[src/rtl/autocfg_pkg.sv]
package autocfg_pkg;

  localparam int CFG_W     = 6;
  localparam int B_PROTO   = 0;
  localparam int B_STEN    = 1;
  localparam int B_BURST   = 2;
  localparam int B_WRAP    = 3;
  localparam int B_TFLAG   = 4;
  localparam int B_ONFAIL  = 5;

  typedef enum logic [2:0] {
    S_IDLE   = 3'd0,
    S_REQ    = 3'd1,
    S_ACK    = 3'd2,
    S_TSTART = 3'd3,
    S_TWAIT  = 3'd4,
    S_DONE   = 3'd5
  } seq_state_e;

  // every option defaults to enabled, revision B protocol included
  function automatic logic [CFG_W-1:0] default_cfg();
    return {CFG_W{1'b1}};
  endfunction

  function automatic logic wants_test(input logic [CFG_W-1:0] c);
    return c[B_STEN];
  endfunction

  function automatic logic online_verdict(input logic [CFG_W-1:0] c,
                                          input logic             pass);
    return pass | c[B_ONFAIL];
  endfunction

  function automatic logic [CFG_W-1:0] pick_cfg(input logic             use_dflt,
                                                input logic [CFG_W-1:0] bus);
    return use_dflt ? default_cfg() : bus;
  endfunction

endpackage

[src/rtl/cfgld_mclr_edge.sv]
module cfgld_mclr_edge (
  input  logic clk,
  input  logic rst_n,
  input  logic mclr_n,
  output logic rise,
  output logic hold
);

  logic mclr_q;

  // reset to high so that a high level at reset release is not an edge
  always_ff @(posedge clk or negedge rst_n) begin
    if (!rst_n) mclr_q <= 1'b1;
    else        mclr_q <= mclr_n;
  end

  assign rise = mclr_n & ~mclr_q;
  assign hold = ~mclr_n;

endmodule

[src/rtl/cfgld_seq.sv]
module cfgld_seq
  import autocfg_pkg::*;
(
  input  logic clk,
  input  logic rst_n,
  input  logic hold,
  input  logic rise,
  input  logic strap,
  input  logic grant_n,
  input  logic bus_test_en,
  input  logic st_done,
  output logic req_n,
  output logic ack_n,
  output logic act_n,
  output logic st_start,
  output logic load_bus,
  output logic load_dflt,
  output logic decide
);

  seq_state_e state_q, state_d;
  logic       dflt_test;

  assign dflt_test = wants_test(default_cfg());

  assign load_dflt = rise & strap;
  assign load_bus  = (state_q == S_ACK) & ~hold;
  assign decide    = (state_q == S_TWAIT) & ~hold & st_done;

  always_comb begin
    state_d = state_q;
    if (hold) begin
      state_d = S_IDLE;
    end else if (rise) begin
      if (strap) state_d = dflt_test ? S_TSTART : S_DONE;
      else       state_d = S_REQ;
    end else begin
      unique case (state_q)
        S_REQ:    if (!grant_n) state_d = S_ACK;
        S_ACK:    state_d = bus_test_en ? S_TSTART : S_DONE;
        S_TSTART: state_d = S_TWAIT;
        S_TWAIT:  if (st_done) state_d = S_DONE;
        S_IDLE:   state_d = S_IDLE;
        S_DONE:   state_d = S_DONE;
        default:  state_d = S_IDLE;
      endcase
    end
  end

  always_ff @(posedge clk or negedge rst_n) begin
    if (!rst_n) state_q <= S_IDLE;
    else        state_q <= state_d;
  end

  // outputs decoded straight from the state register
  assign req_n    = ~((state_q == S_REQ) | (state_q == S_ACK));
  assign ack_n    = (state_q != S_ACK);
  assign act_n    = (state_q != S_ACK);
  assign st_start = (state_q == S_TSTART);

endmodule

[src/rtl/cfgld_cfgreg.sv]
module cfgld_cfgreg
  import autocfg_pkg::*;
(
  input  logic             clk,
  input  logic             rst_n,
  input  logic             load,
  input  logic [CFG_W-1:0] load_val,
  output logic [CFG_W-1:0] cfg_q
);

  always_ff @(posedge clk or negedge rst_n) begin
    if (!rst_n)    cfg_q <= default_cfg();
    else if (load) cfg_q <= load_val;
  end

endmodule

[src/rtl/cfgld_online.sv]
module cfgld_online
  import autocfg_pkg::*;
(
  input  logic             clk,
  input  logic             rst_n,
  input  logic             hold,
  input  logic             rise,
  input  logic             set_direct,
  input  logic             decide,
  input  logic             pass,
  input  logic [CFG_W-1:0] cfg_q,
  output logic             online
);

  always_ff @(posedge clk or negedge rst_n) begin
    if (!rst_n)          online <= 1'b0;
    else if (hold)       online <= 1'b0;
    else if (set_direct) online <= 1'b1;
    else if (rise)       online <= 1'b0;
    else if (decide)     online <= online_verdict(cfg_q, pass);
  end

endmodule

[src/rtl/autocfg_loader.sv]
module autocfg_loader
  import autocfg_pkg::*;
(
  input  logic             clk,
  input  logic             rst_n,
  input  logic             mclr_n,
  input  logic             cfg_strap,
  input  logic             grant_n,
  input  logic [CFG_W-1:0] data_in,
  input  logic             st_done,
  input  logic             st_pass,
  output logic             req_n,
  output logic             ack_n,
  output logic             act_n,
  output logic             st_start,
  output logic [CFG_W-1:0] cfg_o,
  output logic             online_en
);

  // named internal events, also observed by the checker
  logic             start_rise;
  logic             mclr_hold;
  logic             load_bus;
  logic             load_dflt;
  logic             load_evt;
  logic             decide;
  logic [CFG_W-1:0] loaded_val;

  cfgld_mclr_edge u_edge (
    .clk    (clk),
    .rst_n  (rst_n),
    .mclr_n (mclr_n),
    .rise   (start_rise),
    .hold   (mclr_hold)
  );

  cfgld_seq u_seq (
    .clk         (clk),
    .rst_n       (rst_n),
    .hold        (mclr_hold),
    .rise        (start_rise),
    .strap       (cfg_strap),
    .grant_n     (grant_n),
    .bus_test_en (wants_test(data_in)),
    .st_done     (st_done),
    .req_n       (req_n),
    .ack_n       (ack_n),
    .act_n       (act_n),
    .st_start    (st_start),
    .load_bus    (load_bus),
    .load_dflt   (load_dflt),
    .decide      (decide)
  );

  assign loaded_val = pick_cfg(load_dflt, data_in);
  assign load_evt   = load_bus | load_dflt;

  cfgld_cfgreg u_cfg (
    .clk      (clk),
    .rst_n    (rst_n),
    .load     (load_evt),
    .load_val (loaded_val),
    .cfg_q    (cfg_o)
  );

  cfgld_online u_online (
    .clk        (clk),
    .rst_n      (rst_n),
    .hold       (mclr_hold),
    .rise       (start_rise),
    .set_direct (load_evt & ~wants_test(loaded_val)),
    .decide     (decide),
    .pass       (st_pass),
    .cfg_q      (cfg_o),
    .online     (online_en)
  );

endmodule

[config.mk]
export PLATFORM = sky130hd
export DESIGN_NAME = autocfg_loader
export DESIGN_NICKNAME = d
export VERILOG_FILES = /design/src/rtl/autocfg_pkg.sv /design/src/rtl/cfgld_mclr_edge.sv /design/src/rtl/cfgld_seq.sv /design/src/rtl/cfgld_cfgreg.sv /design/src/rtl/cfgld_online.sv /design/src/rtl/autocfg_loader.sv
export SDC_FILE = /design/constraint.sdc
export NUM_CORES = 1
export LEC_CHECK = 0
export ABC_AREA = 1
export BUFFER_PORTS_ARGS = -buffer_cell sky130_fd_sc_hd__buf_2
export CAP_MARGIN = 20
export CORE_MARGIN = 1.5
export CORE_UTILIZATION = 37
export DETAILED_ROUTE_END_ITERATION = 10
export PLACE_DENSITY = 0.71
export REMOVE_ABC_BUFFERS = 1
export SYNTH_ARGS = -nofsm -noshare
export SYNTH_HDL_FRONTEND = slang
export SYNTH_SLANG_ARGS = --single-unit
[constraint.sdc]
create_clock -name clk -period 2.3 [get_ports clk]
set_input_delay 0.115 -clock clk [delete_from_list [all_inputs] [get_ports clk]]
set_output_delay 0.115 -clock clk [all_outputs]
set_load 0.03 [all_outputs]
==> flow_results.org <==
** Die
- The floorplan has 14 rows.
- The core region is approximately 1600 um2.
- The die is approximately 45 um wide.
- In this run the vertical extent of the chip is 44.65 um.
- The die covers 1994 um2.
- Effective utilization at floorplan :: 0.4117
- Number of placed I/O pins :: 24

** Layout
- Post-layout utilization of the core :: 0.5120
- Fraction of layout cells with a size suffix above 1 :: 0.4107
- The filler cells instantiated in the layout total 147.
- Most common library cell in the layout ignoring fill and taps :: sky130_fd_sc_hd__nand2_1
- In the final design database the tool counted approximately 130 nets.
- Summing all multi-input logic gate instances after layout gives approximately 290 um2.
- The number of antenna diodes in the final layout is 0.
- Sequential cell area :: roughly 280 um2
- Commonest cells after routing, fill and taps aside :: 26 x sky130_fd_sc_hd__nand2_1, 23 x sky130_fd_sc_hd__buf_2, 9 x sky130_fd_sc_hd__nand3_1
- The finished layout holds approximately 130 standard cells, fillers aside.
- From synthesis to final layout, the design area changed by 24.37%.

** Clocking
- In this run, CTS created clock tree buffers numbering 3.
- Clock latency on the worst-skew pair :: approximately 0.26 ns
- For this design, the sink count on the clock tree is 11.
- Post-CTS timing repair inserted 0 buffers for setup.
- After clock tree synthesis, the clock-pin slew on the worst setup and hold paths is ~0.07 ns.
- CTS placed an instance of sky130_fd_sc_hd__clkbuf_4 at the clock tree root.
- Clock tree from TritonCTS :: done
- The clock passes through at most 2 buffers.
- H-tree depth :: 1

** Timing
- Derived from the worst setup path, the maximum achievable clock frequency is roughly 0.72 GHz.
- Setup repair after global routing left no endpoint under its margin.
- Worst Max-Slew Pin Slew :: between 0.2 and 0.3 ns
- The number of endpoints with negative hold slack in the final report came to 0.
- Of the available clock period, the critical path in the final layout requires 0.6073.
- Setup violations remaining at the end of the flow were counted as 0.
- For the final routed database, the setup TNS stands at 0 ns.
- The clock period could shrink to between 1 and 1.5 ns.
- The worst path meets setup with 0.9032 ns of slack.
- The final-report max-slew violation count is 0.
- The clock arrives with roughly 0.0031 ns of skew.
- Slew Limit Headroom :: 0.8332
- Hold Slack :: 0.03126 ns

** Min path
- Class of the most critical hold timing path :: input pin to register
- Startpoint of the lowest-slack hold path :: mclr_n

** Detailed routing
- The first detailed-routing pass took 4 iterations.
- Drt first-iter violations :: 14
- Number of routed nets with antenna violations :: 0
- Highest signal layer in the routed design :: met4
- Vias :: between 600 and 700
- Routed metal-1 wirelength :: 612 um
- Met2 wire len :: approximately 700 um
- After detailed routing, the average wire length per cell comes to around 11 um.
- Routed WL :: roughly 1.4 mm
- Detailed routing placed a total of just under 90 um of wire on met3.
- In the routed layout, each cell is associated on average with a via count of roughly 5.0.
- In the routed design, unresolved DRC markers number 0.

** Placed design
- Including well taps, the total number of placed cells is 123.
- The wire-length estimate of the detail-placed layout is about 1.1 mm.
- Timing analysis after detailed placement gives a worst setup slack of roughly 1.1 ns.
- Routability cong. :: around 0.88
- Input/output buffers :: 23

** GRT
- The first global-routing pass estimated roughly 2.3 mm of wire.
- Entering global routing, the biggest net connects 12 pins.
- The number of global-route vias before repair was between 500 and 600.
- Number of antenna violations at the first check in global routing :: 0
- Global routing finished with a remaining overflow of 0.
- Overall fraction of global-route tracks in use :: 0.1579

** Logic synthesis
- After synthesis, the mean cell area works out to between 7 and 8 um2.
- Count of yosys warnings during synthesis :: 0
- Synthesized instance count :: 86
- Number of distinct library cell variants in the gate-level netlist after synthesis :: 18
- The mapped netlist covers between 600 and 700 um2.
- Counting flops and latches in the post-synthesis netlist gives 11.
- Fraction of the yosys area taken by sequential cells :: 0.4425

** Critical path
- Startpoint of the worst register-to-register path :: u_edge.mclr_q
- Largest delay share family, worst path :: flip-flops
- STA classifies the critical path endpoint as an output pin.
- Required time of the worst setup path :: roughly 2.2 ns
- Walking the worst path, the cells encountered are inv_2 -> nand3_1 -> nand2_1 -> inv_1 -> buf_2.
- The worst setup path is of the register to output pin kind.
- For this run, the slowest stage of the critical path takes ~0.46 ns.
- At the worst endpoint, the arrival time is 1.28 ns.
- Tracing the worst setup path back leads to its startpoint at u_seq.state_q[2].
- Together, buffers and inverters on the worst path number 3.
- Peak fanout along the critical path :: 7
- The largest individual stage delay along the critical path comes from the cell sky130_fd_sc_hd__dfrtp_1.
- The worst setup path is launched from a register.

** Power and ir drop
- Power density of the placed cells :: between 700 and 800 nW/um2
- IR analysis of the VDD net gives a maximum drop of just under 0.0004 V.
- Leakage dissipation :: ~0.43 nW

** Run
- Max-cap viol count :: 0

** Status
- The flow ran to the end, and the final reports show no timing, DRC or antenna violations.
==> flip-flops by register name, indices dropped and copies added, names as in the netlist <==
register,flops
u_cfg.cfg_q,6
u_edge.mclr_q,1
u_online.online,1
u_seq.state_q,3
==> final timing paths <==
check	to	slack (ns)	depth (start not counted)
max in group asynchronous	u_cfg.cfg_q[1]	1.79	2
max reg2reg	u_online.online	1.14	7
min reg2reg	u_cfg.cfg_q[0]	0.47	2
min in group asynchronous	u_seq.state_q[0]	0.24	2
max	req_n	0.90	5
min	u_edge.mclr_q	0.03	1
==> stage by stage <==
step                area [um2]  power [W]
CTS                      798.3  0.0005742
global placement         762.0  0.0004357
global route             798.3  0.0006035
finish                   798.3  0.0005680
floorplan                626.9  0.0003815
detailed placement       762.0  0.0004393
==> routing by layer <==
| layer | track usage | vias up |
|---|---|---|
| li1 | - | 322 |
| met1 | 0.1853 | 287 |
| met2 | 0.2464 | 30 |
| met3 | 0.04082 | 2 |
| met4 | 0.1152 | 0 |
| met5 | 0 | - |
==> cell families after synthesis <==
| logic type | after synthesis | share of synthesized area |
|---|---|---|
| compound gates | 8 | 0.06237 |
| simple gates | 51 | 0.3899 |
| flops | 11 | 0.4425 |
| buf+inv | 16 | 0.1053 |
==> Yosys cell counts <==
cell / instances / area [um2]
sky130_fd_sc_hd__nand3_2: 2 / 20.02
sky130_fd_sc_hd__inv_2: 5 / 18.77
sky130_fd_sc_hd__nand2_1: 26 / 97.59
sky130_fd_sc_hd__o21ai_1: 3 / 15.01
sky130_fd_sc_hd__dfrtp_1: 4 / 100.1
sky130_fd_sc_hd__nor3_1: 2 / 10.01
sky130_fd_sc_hd__nor2_2: 4 / 25.02
sky130_fd_sc_hd__a21oi_1: 5 / 25.02
sky130_fd_sc_hd__nand3_4: 1 / 17.52
sky130_fd_sc_hd__nand2_2: 1 / 6.260
sky130_fd_sc_hd__dfstp_2: 7 / 183.9
sky130_fd_sc_hd__inv_1: 8 / 30.03
sky130_fd_sc_hd__nand3b_1: 1 / 7.510
sky130_fd_sc_hd__nand3_1: 9 / 45.04
sky130_fd_sc_hd__buf_4: 2 / 15.01
sky130_fd_sc_hd__nor2_1: 4 / 15.01
sky130_fd_sc_hd__clkinv_1: 1 / 3.750
sky130_fd_sc_hd__nand4_1: 1 / 6.260
==> final cells by class <==
class / count / area share
Multi-Input combinational cell: 59 / 0.3636
Sequential cell: 11 / 0.3558
Timing Repair Buffer: 24 / 0.1567
Inverter: 14 / 0.06583
Clock buffer: 4 / 0.03292
Tap cell: 16 / 0.02508
==> where the power goes <==
part | switching, W | leakage [nW] | internal, W | total (W)
logic | 0.000126 | 0.291 | 0.0000546 | 0.000181
clock network | 0.0000647 | 0.0150 | 0.0000670 | 0.000132
registers | 0.0000176 | 0.127 | 0.000238 | 0.000255
total | 0.000209 | 0.433 | 0.000359 | 0.000568
==> what timing repair did <==
item | CTS | global route
setup endpoints to repair | 0 | 0
hold buffers | 1 | 0
gates resized for setup | 0 | 0
endpoints found under the hold margin | 11 | 0
No activity file was read; power rests on OpenSTA's default activity.
